**config.mk**
```make
export PLATFORM = sky130hd
export DESIGN_NAME = nextpc_unit
export DESIGN_NICKNAME = d
export VERILOG_FILES = /design/src/rtl/nextpc_pkg.sv /design/src/rtl/nextpc_decode.sv /design/src/rtl/nextpc_cond.sv /design/src/rtl/nextpc_target.sv /design/src/rtl/nextpc_unit.sv
export SDC_FILE = /design/constraint.sdc
export NUM_CORES = 1
export LEC_CHECK = 0
export ABC_AREA = 1
export CAP_MARGIN = 20
export CELL_PAD_IN_SITES_DETAIL_PLACEMENT = 1
export CELL_PAD_IN_SITES_GLOBAL_PLACEMENT = 1
export CORE_UTILIZATION = 26
export DETAILED_ROUTE_END_ITERATION = 6
export MAX_ROUTING_LAYER = met4
export PLACE_DENSITY = 0.93
export RECOVER_POWER = 100
export SLEW_MARGIN = 40
export SYNTH_ARGS = -nofsm -noshare
export SYNTH_HDL_FRONTEND = slang
export SYNTH_SLANG_ARGS = --single-unit
```
**constraint.sdc**
```tcl
create_clock -name vclk -period 5.15
set_input_delay 1.03 -clock vclk [all_inputs]
set_output_delay 1.03 -clock vclk [all_outputs]
set_load 0.02 [all_outputs]
```
**src/rtl/nextpc_pkg.sv**
```systemverilog
package nextpc_pkg;

    localparam int OPC_W   = 4;
    localparam int MASK_W  = 3;
    localparam int REG_W   = 3;
    localparam int VEC_W   = 8;
    localparam int OFF_W   = 9;

    localparam logic [OPC_W-1:0] OPC_BRANCH = 4'b0000;
    localparam logic [OPC_W-1:0] OPC_JUMP   = 4'b1100;
    localparam logic [OPC_W-1:0] OPC_SVC    = 4'b1111;

    typedef enum logic [1:0] {
        KIND_SEQ    = 2'd0,
        KIND_BRANCH = 2'd1,
        KIND_JUMP   = 2'd2,
        KIND_SVC    = 2'd3
    } ctl_kind_e;

    typedef struct packed {
        ctl_kind_e           kind;
        logic [MASK_W-1:0]   mask;
        logic [REG_W-1:0]    base;
        logic [VEC_W-1:0]    vec;
        logic [OFF_W-1:0]    off;
    } ctl_fields_t;

endpackage

```
**src/rtl/nextpc_decode.sv**
```systemverilog
module nextpc_decode
    import nextpc_pkg::*;
#(
    parameter int XLEN = 16
) (
    input  logic [XLEN-1:0] instr,
    output ctl_fields_t     fields
);

    localparam int OPC_LSB  = XLEN - OPC_W;
    localparam int MASK_LSB = OPC_LSB - MASK_W;
    localparam int BASE_LSB = MASK_LSB - REG_W;

    logic [OPC_W-1:0] opc;

    always_comb begin
        opc          = instr[XLEN-1:OPC_LSB];
        fields.mask  = instr[OPC_LSB-1:MASK_LSB];
        fields.base  = instr[MASK_LSB-1:BASE_LSB];
        fields.vec   = instr[VEC_W-1:0];
        fields.off   = instr[OFF_W-1:0];
        unique case (opc)
            OPC_BRANCH: fields.kind = KIND_BRANCH;
            OPC_JUMP:   fields.kind = KIND_JUMP;
            OPC_SVC:    fields.kind = KIND_SVC;
            default:    fields.kind = KIND_SEQ;
        endcase
    end

endmodule

```
**src/rtl/nextpc_cond.sv**
```systemverilog
module nextpc_cond
    import nextpc_pkg::*;
(
    input  logic [MASK_W-1:0] mask,
    input  logic [MASK_W-1:0] flags,
    output logic              hit
);

    logic [MASK_W-1:0] sel;

    for (genvar i = 0; i < MASK_W; i++) begin : g_sel
        assign sel[i] = mask[i] & flags[i];
    end

    assign hit = |sel;

endmodule

```
**src/rtl/nextpc_target.sv**
```systemverilog
module nextpc_target
    import nextpc_pkg::*;
#(
    parameter int XLEN = 16
) (
    input  logic [XLEN-1:0]  pc_inc,
    input  logic [OFF_W-1:0] off,
    output logic [XLEN-1:0]  target
);

    localparam int EXT_W = XLEN - OFF_W;

    logic [XLEN-1:0] off_ext;

    always_comb begin
        off_ext = {{EXT_W{off[OFF_W-1]}}, off};
        target  = pc_inc + off_ext;
    end

endmodule

```
**src/rtl/nextpc_unit.sv**
```systemverilog
module nextpc_unit
    import nextpc_pkg::*;
#(
    parameter int XLEN = 16
) (
    input  logic [XLEN-1:0]   pc_inc,
    input  logic [XLEN-1:0]   instr,
    input  logic [MASK_W-1:0] flags,
    input  logic [XLEN-1:0]   base_val,
    output logic [REG_W-1:0]  base_sel,
    output logic [XLEN-1:0]   next_pc,
    output logic              taken,
    output logic              trap_req,
    output logic [XLEN-1:0]   trap_addr,
    output logic              link_we,
    output logic [XLEN-1:0]   link_pc
);

    localparam int VEC_PAD = XLEN - VEC_W;

    typedef struct packed {
        logic [XLEN-1:0] next_pc;
        logic            taken;
        logic            trap_req;
        logic [XLEN-1:0] trap_addr;
        logic            link_we;
        logic [XLEN-1:0] link_pc;
    } result_t;

    ctl_fields_t     fields;
    logic            cond_hit;
    logic [XLEN-1:0] br_target;
    result_t         res_d;

    nextpc_decode #(.XLEN(XLEN)) u_decode (
        .instr  (instr),
        .fields (fields)
    );

    nextpc_cond u_cond (
        .mask  (fields.mask),
        .flags (flags),
        .hit   (cond_hit)
    );

    nextpc_target #(.XLEN(XLEN)) u_target (
        .pc_inc (pc_inc),
        .off    (fields.off),
        .target (br_target)
    );

    always_comb begin
        res_d           = '0;
        res_d.next_pc   = pc_inc;
        unique case (fields.kind)
            KIND_BRANCH: begin
                if (cond_hit) begin
                    res_d.next_pc = br_target;
                    res_d.taken   = 1'b1;
                end
            end
            KIND_JUMP: begin
                res_d.next_pc = base_val;
                res_d.taken   = 1'b1;
            end
            KIND_SVC: begin
                res_d.trap_req  = 1'b1;
                res_d.trap_addr = {{VEC_PAD{1'b0}}, fields.vec};
                res_d.link_we   = 1'b1;
                res_d.link_pc   = pc_inc;
            end
            default: ;
        endcase
    end

    assign base_sel  = fields.base;
    assign next_pc   = res_d.next_pc;
    assign taken     = res_d.taken;
    assign trap_req  = res_d.trap_req;
    assign trap_addr = res_d.trap_addr;
    assign link_we   = res_d.link_we;
    assign link_pc   = res_d.link_pc;

endmodule

```
==> results.md, run 1 <==
- Status: complete, no violations
- DP HPWL: 6070 um
- Antenna diodes: 0
- Hold_buf cts: 0
- Worst Hold End: trap_addr[5]
- Min Tclk post-route: 4.87 ns
- Mux share of post-synthesis cell area: 0
- CTS resizes: 0
- Post-synthesis sequential area ratio: 0
- Initial antenna violation count: 0
- Critical path class: in -> out
- Fmax: 205 MHz
- DRT antenna net count: 0
- Synth Instances: 375
- Share of cells above drive strength 1: 0.0326
- Die Wd: 85.4 um
- Distinct cells, synth: 25
- Number of post-CTS setup repair buffers: 0
- Slew margin rel.: 0.511
- DRC Markers: 0
- Routed len/inst: 13.2 um
- Slew @ Worst Pin: 0.733 ns
- IO buf count: 97
- Core outline area: 0.00676 mm^2
- Crit. End Element: output port
- Hold Crit Class: in -> out
- Complex-gate fraction of the synthesized area: 0.156
- Adder-cell share of the synthesized area: 0.135
- Total number of vias: 2558
- Yosys top cell by area: nand2_1
- Row cnt: 30
- Final setup violation count: 0
- Initial Utilization: 0.268
- Largest net degree at the start of global routing: 19
- Hold Path Depth: 4
- Post-synth top area share: 0.296
- Cell mode on critical path: nand2_1
- Final-layout clock buffer total: 0
- Power per Cell Area: 98.2 mW/mm^2
- Drt total wl: 7120 um
- Die ar.: 0.00730 mm^2
- CP top delay family: buffers and inverters
- Area after DPL: 0.00280 mm^2
- Largest family of logic cells by synthesized area: simple AND/OR/NAND/NOR gates
- Final slew viol count: 0
- Die Y: 85.4 um
- Max VDD drop: 0.0472 mV
- Nets: 532
- Vias in the first global route: 2614
- Layout Area Growth over Synthesis: 54.5%
- Filler cells: 963
- Overflow after GRT: 0
- Avg Vias per Cell: 4.74
- GRT Total Usage: 0.201
- Slowest stage cell on the critical path: dlygate4sd3_1
- Reg area: 0 um^2
- Tcrit/Tclk final: 0.945
- Critical path buffers and inverters: 3
- Drt initial violations: 68
- Area contributors post-synth: nand2_1 (30%), inv_1 (16%), ha_1 (12%)
- I/O Pins: 105
- Post-synthesis xor/xnor area fraction: 0.0194
- Max cap viols: 0
- Crit path cell chain: dlygate4sd3_1 -> ha_1 -> nand2_1 -> inv_1 -> nand2_1 -> nand2_1 -> a21oi_1 -> nand3_1 -> nand3_1 -> nand2_1 -> a21oi_2 -> clkdlybuf4s50_1
- Post-Route Setup TNS: 0 ns
- First-pass GRT wire length: 11800 um
- GPL Wtd Cong: 0.898
- Average cell area after synthesis: 4.83 um^2
- Layout sequential cell count: 0
- Leak: 0.00170 uW
- RSZ-0062 raised after global routing: false
- Multi-input logic area: 0.00141 mm^2
- Synthesized cell area: 0.00181 mm^2
- CP Data Required Time: 4.12 ns
- Synth Warn #: 0
- Detailed Routing Iterations Pass 1: 4
- Worst hold start: instr[5]
- Post-route cell area: 0.00280 mm^2
- Crit path arrival time: 3.84 ns
- Critical Path Max Stage Delay: 0.80 ns
- Critical Path Fanout Max: 9
- Fin util: 0.414
- Simple-Gate Fraction of Synth Area: 0.451
- Final hold violations: 0
- CP Launch Type: input pin
[where the power goes]
group	switching (uW)	internal (uW)	leakage, uW
clock	0	0	0
sequential	0	0	0
combinational	159	116	0.00170
total	159	116	0.00170
[layer usage]
metal  global-route usage  share of wire  wire [um]
met1                0.220           0.40       2860
met2                0.412           0.55       3930
met3              0.00681          0.037        266
met4               0.0136         0.0079         56
met5                    -              0          0
[logic make-up after synthesis]
logic type | count (synthesis)
xor+xnor | 4
compound gates | 51
simple gates | 200
fa+ha+maj | 19
buf+inv | 100
other cells | 1
[synth_stat cells (all sizes together)]
| library cell | n |
|---|---|
| nand2 | 146 |
| a32o | 1 |
| clkbuf | 8 |
| o21ai | 9 |
| xor2 | 3 |
| nor2 | 26 |
| fa | 1 |
| o211ai | 3 |
| conb | 1 |
| xnor2 | 1 |
| a21oi | 38 |
| nand3 | 21 |
| nand4 | 2 |
| ha | 18 |
| nor3 | 3 |
| or2 | 1 |
| nand3b | 1 |
| inv | 77 |
| buf | 15 |
[per-stage QoR]
stage	instances	worst slack, ns	power [uW]	hold slack (ns)
after floorplan	382	1.48	166	2.17
after global placement	540	0.478	273	3.08
after detailed placement	540	0.381	282	3.09
after CTS	540	0.373	283	3.09
after global routing	540	0.112	304	3.19
final	540	0.284	275	3.13
[layout by cell type, fill, tap and decap left out, types with 4 or more instances in the layout]
cell             Yosys  layout
a21oi_1             34      34
a21oi_2              4       4
clkdlybuf4s50_1      0      55
conb_1               1       8
dlygate4sd3_1        0      42
ha_1                18      18
inv_1               76      76
nand2_1            143     143
nand3_1             19      19
nor2_1              26      26
o21ai_0              9       9
[tightest hold or removal path, stage by stage]
cell	delay, ns
clkdlybuf4s50_1	0.43
nand2_1	0.08
inv_1	0.04
clkdlybuf4s50_1	0.52
[how the worst max path moves through the flow]
stage / start / to / depth (start not counted)
finish: instr[8] / next_pc[13] / 12
CTS: instr[8] / next_pc[13] / 12
global route: instr[12] / link_pc[1] / 9
floorplan: instr[13] / next_pc[10] / 10
detailed placement: instr[8] / next_pc[13] / 12
global placement: instr[8] / next_pc[13] / 12
[cell type report]
type | count | area share
Timing Repair Buffer | 101 | 0.357
Multi-Input combinational cell | 282 | 0.504
Tap cell | 80 | 0.0358
Inverter | 77 | 0.103
No activity file was read; power rests on OpenSTA's default activity.
==> inputs of run 2 (changes only) <==
- CAP_MARGIN: 20 -> not set
- SLEW_MARGIN: 40 -> 20
- clock period: 5.15 -> 5.7 ns (I/O delays scaled with it)
==> results.md, run 2 (synthesized netlist as in run 1, its figures left out) <==
- Status: complete, no violations (unchanged)
- Number of post-CTS setup repair buffers: 0 (unchanged)
- Final-layout clock buffer total: 0 (unchanged)
- Detailed Routing Iterations Pass 1: 4 (unchanged)
- Avg Vias per Cell: 4.70 (was 4.74)
- CP Data Required Time: 4.56 ns (was 4.12 ns)
- Die Y: 85.4 um (unchanged)
- Final setup violation count: 0 (unchanged)
- Critical Path Fanout Max: 16 (was 9)
- Met2 WL: 3580 um (was 3930 um)
- Routed len/inst: 12.8 um (was 13.2 um)
- Post-Route Setup TNS: 0 ns (unchanged)
- Max cap viols: 0 (unchanged)
- Fmax: 197 MHz
- Overflow after GRT: 0 (unchanged)
- Leading cell type in the layout, fill and taps excluded: nand2_1 (unchanged)
- Slew @ Worst Pin: 0.672 ns (was 0.733 ns)
- Initial antenna violation count: 0 (unchanged)
- CP Launch Type: input pin (unchanged)
- Min Tclk post-route: 5.07 ns
- Layout sequential cell count: 0 (unchanged)
- CTS resizes: 0 (unchanged)
- Core outline area: 0.00676 mm^2 (unchanged)
- DP HPWL: 5890 um (was 6070 um)
- GRT Total Usage: 0.196 (was 0.201)
- I/O Pins: 105 (unchanged)
- Initial Utilization: 0.268 (unchanged)
- Critical Path Max Stage Delay: 0.69 ns (was 0.80 ns)
- IO buf count: 97 (unchanged)
- Largest net degree at the start of global routing: 18 (was 19)
- Fin util: 0.414 (unchanged)
- Met1 wire length: 2920 um (was 2860 um)
- Final slew viol count: 0 (unchanged)
- Reg area: 0 um^2 (unchanged)
- Critical path class: in -> out (unchanged)
- Tot Pwr: 247 uW (was 275 uW)
- Crit path arrival time: 3.93 ns (was 3.84 ns)
- DRC Markers: 0 (unchanged)
- Multi-input logic area: 0.00141 mm^2 (unchanged)
- DRT antenna net count: 0 (unchanged)
- Antenna diodes: 0 (unchanged)
- DP Cell Count: 540 (unchanged)
- Leak: 0.00171 uW (was 0.00170 uW)
- Filler cells: 972 (was 963)
- Max VDD drop: 0.0358 mV (was 0.0472 mV)
- Most frequent cells in the layout: nand2_1 (143), inv_1 (76), clkdlybuf4s50_1 (52), dlygate4sd3_1 (45), a21oi_1 (34) (was nand2_1 (143), inv_1 (76), clkdlybuf4s50_1 (55), dlygate4sd3_1 (42), a21oi_1 (34))
- Die Wd: 85.4 um (unchanged)
- Hold Crit Class: in -> out (unchanged)
- Crit. End Element: output port (unchanged)
- Drt initial violations: 50 (was 68)
- Slew margin rel.: 0.552 (was 0.511)
- Total number of vias: 2540 (was 2558)
- Finished Layout Cells: 540 (unchanged)
- Row cnt: 30 (unchanged)
- Drt total wl: 6940 um (was 7120 um)
- Nets: 532 (unchanged)
- Hold_buf cts: 0 (unchanged)
- Min Hold Slack: 3.38 ns (was 3.13 ns)
- Crit path cell chain: clkdlybuf4s50_1 -> nor2_1 -> o21ai_0 -> ha_1 -> buf_4 -> nand2_1 -> o21ai_0 -> nand2_1 -> o21ai_0 -> dlygate4sd3_1 (was dlygate4sd3_1 -> ha_1 -> nand2_1 -> inv_1 -> nand2_1 -> nand2_1 -> a21oi_1 -> nand3_1 -> nand3_1 -> nand2_1 -> a21oi_2 -> clkdlybuf4s50_1)
- Final hold violations: 0 (unchanged)
- Share of cells above drive strength 1: 0.0326 (unchanged)
- Slowest stage cell on the critical path: dlygate4sd3_1 (unchanged)
- Vias in the first global route: 2645 (was 2614)
- WL met3: 275 um (was 266 um)
- Power per Cell Area: 88.2 mW/mm^2 (was 98.2 mW/mm^2)
- Top routing layer used: met4 (unchanged)
- Layout Area Growth over Synthesis: 54.5% (unchanged)
- RSZ-0062 raised after global routing: false (unchanged)
- GPL Wtd Cong: 0.894 (was 0.898)
- Die ar.: 0.00730 mm^2 (unchanged)
- Tcrit/Tclk final: 0.890
- Cell mode on critical path: o21ai_0 (was nand2_1)
- First-pass GRT wire length: 11700 um (was 11800 um)
[run 2: worst paths after layout]
path / cells after the start / start / endpoint
max: 10 / instr[13] / next_pc[2]
min: 4 / pc_inc[2] / link_pc[2]
[run 2: layout make-up]
class	count	share of cell area
multi-input cells	282	0.504
repair buffers	101	0.357
inverters	77	0.103
well taps	80	0.0358
[run 2: metrics by stage]
step,instance area (um^2),worst slack [ns]
after floorplan,1840,1.81
after global placement,2800,0.868
after detailed placement,2800,0.710
after global routing,2800,0.339
final,2800,0.626
after CTS,2800,0.688
[run 2: metal layers]
metal  track usage  vias to the layer above
li1              -                     1291
met1         0.227                     1160
met2         0.375                       75
met3       0.00681                       14
met4        0.0394                        0
met5             -                        -
[run 2: power breakdown]
group / switching, uW / internal [uW] / total [uW] / leakage [uW]
Sequential: 0 / 0 / 0 / 0
Clock: 0 / 0 / 0 / 0
Combinational: 142 / 104 / 247 / 0.00171
Total: 142 / 104 / 247 / 0.00171
[run 2: worst max-delay path: cells and delay by family]
| family | cells | cell delay [ns] |
|---|---|---|
| fa+ha+maj | 1 | 0.20 |
| simple gates | 3 | 0.51 |
| compound gates | 3 | 0.68 |
| buf+inv | 3 | 1.40 |
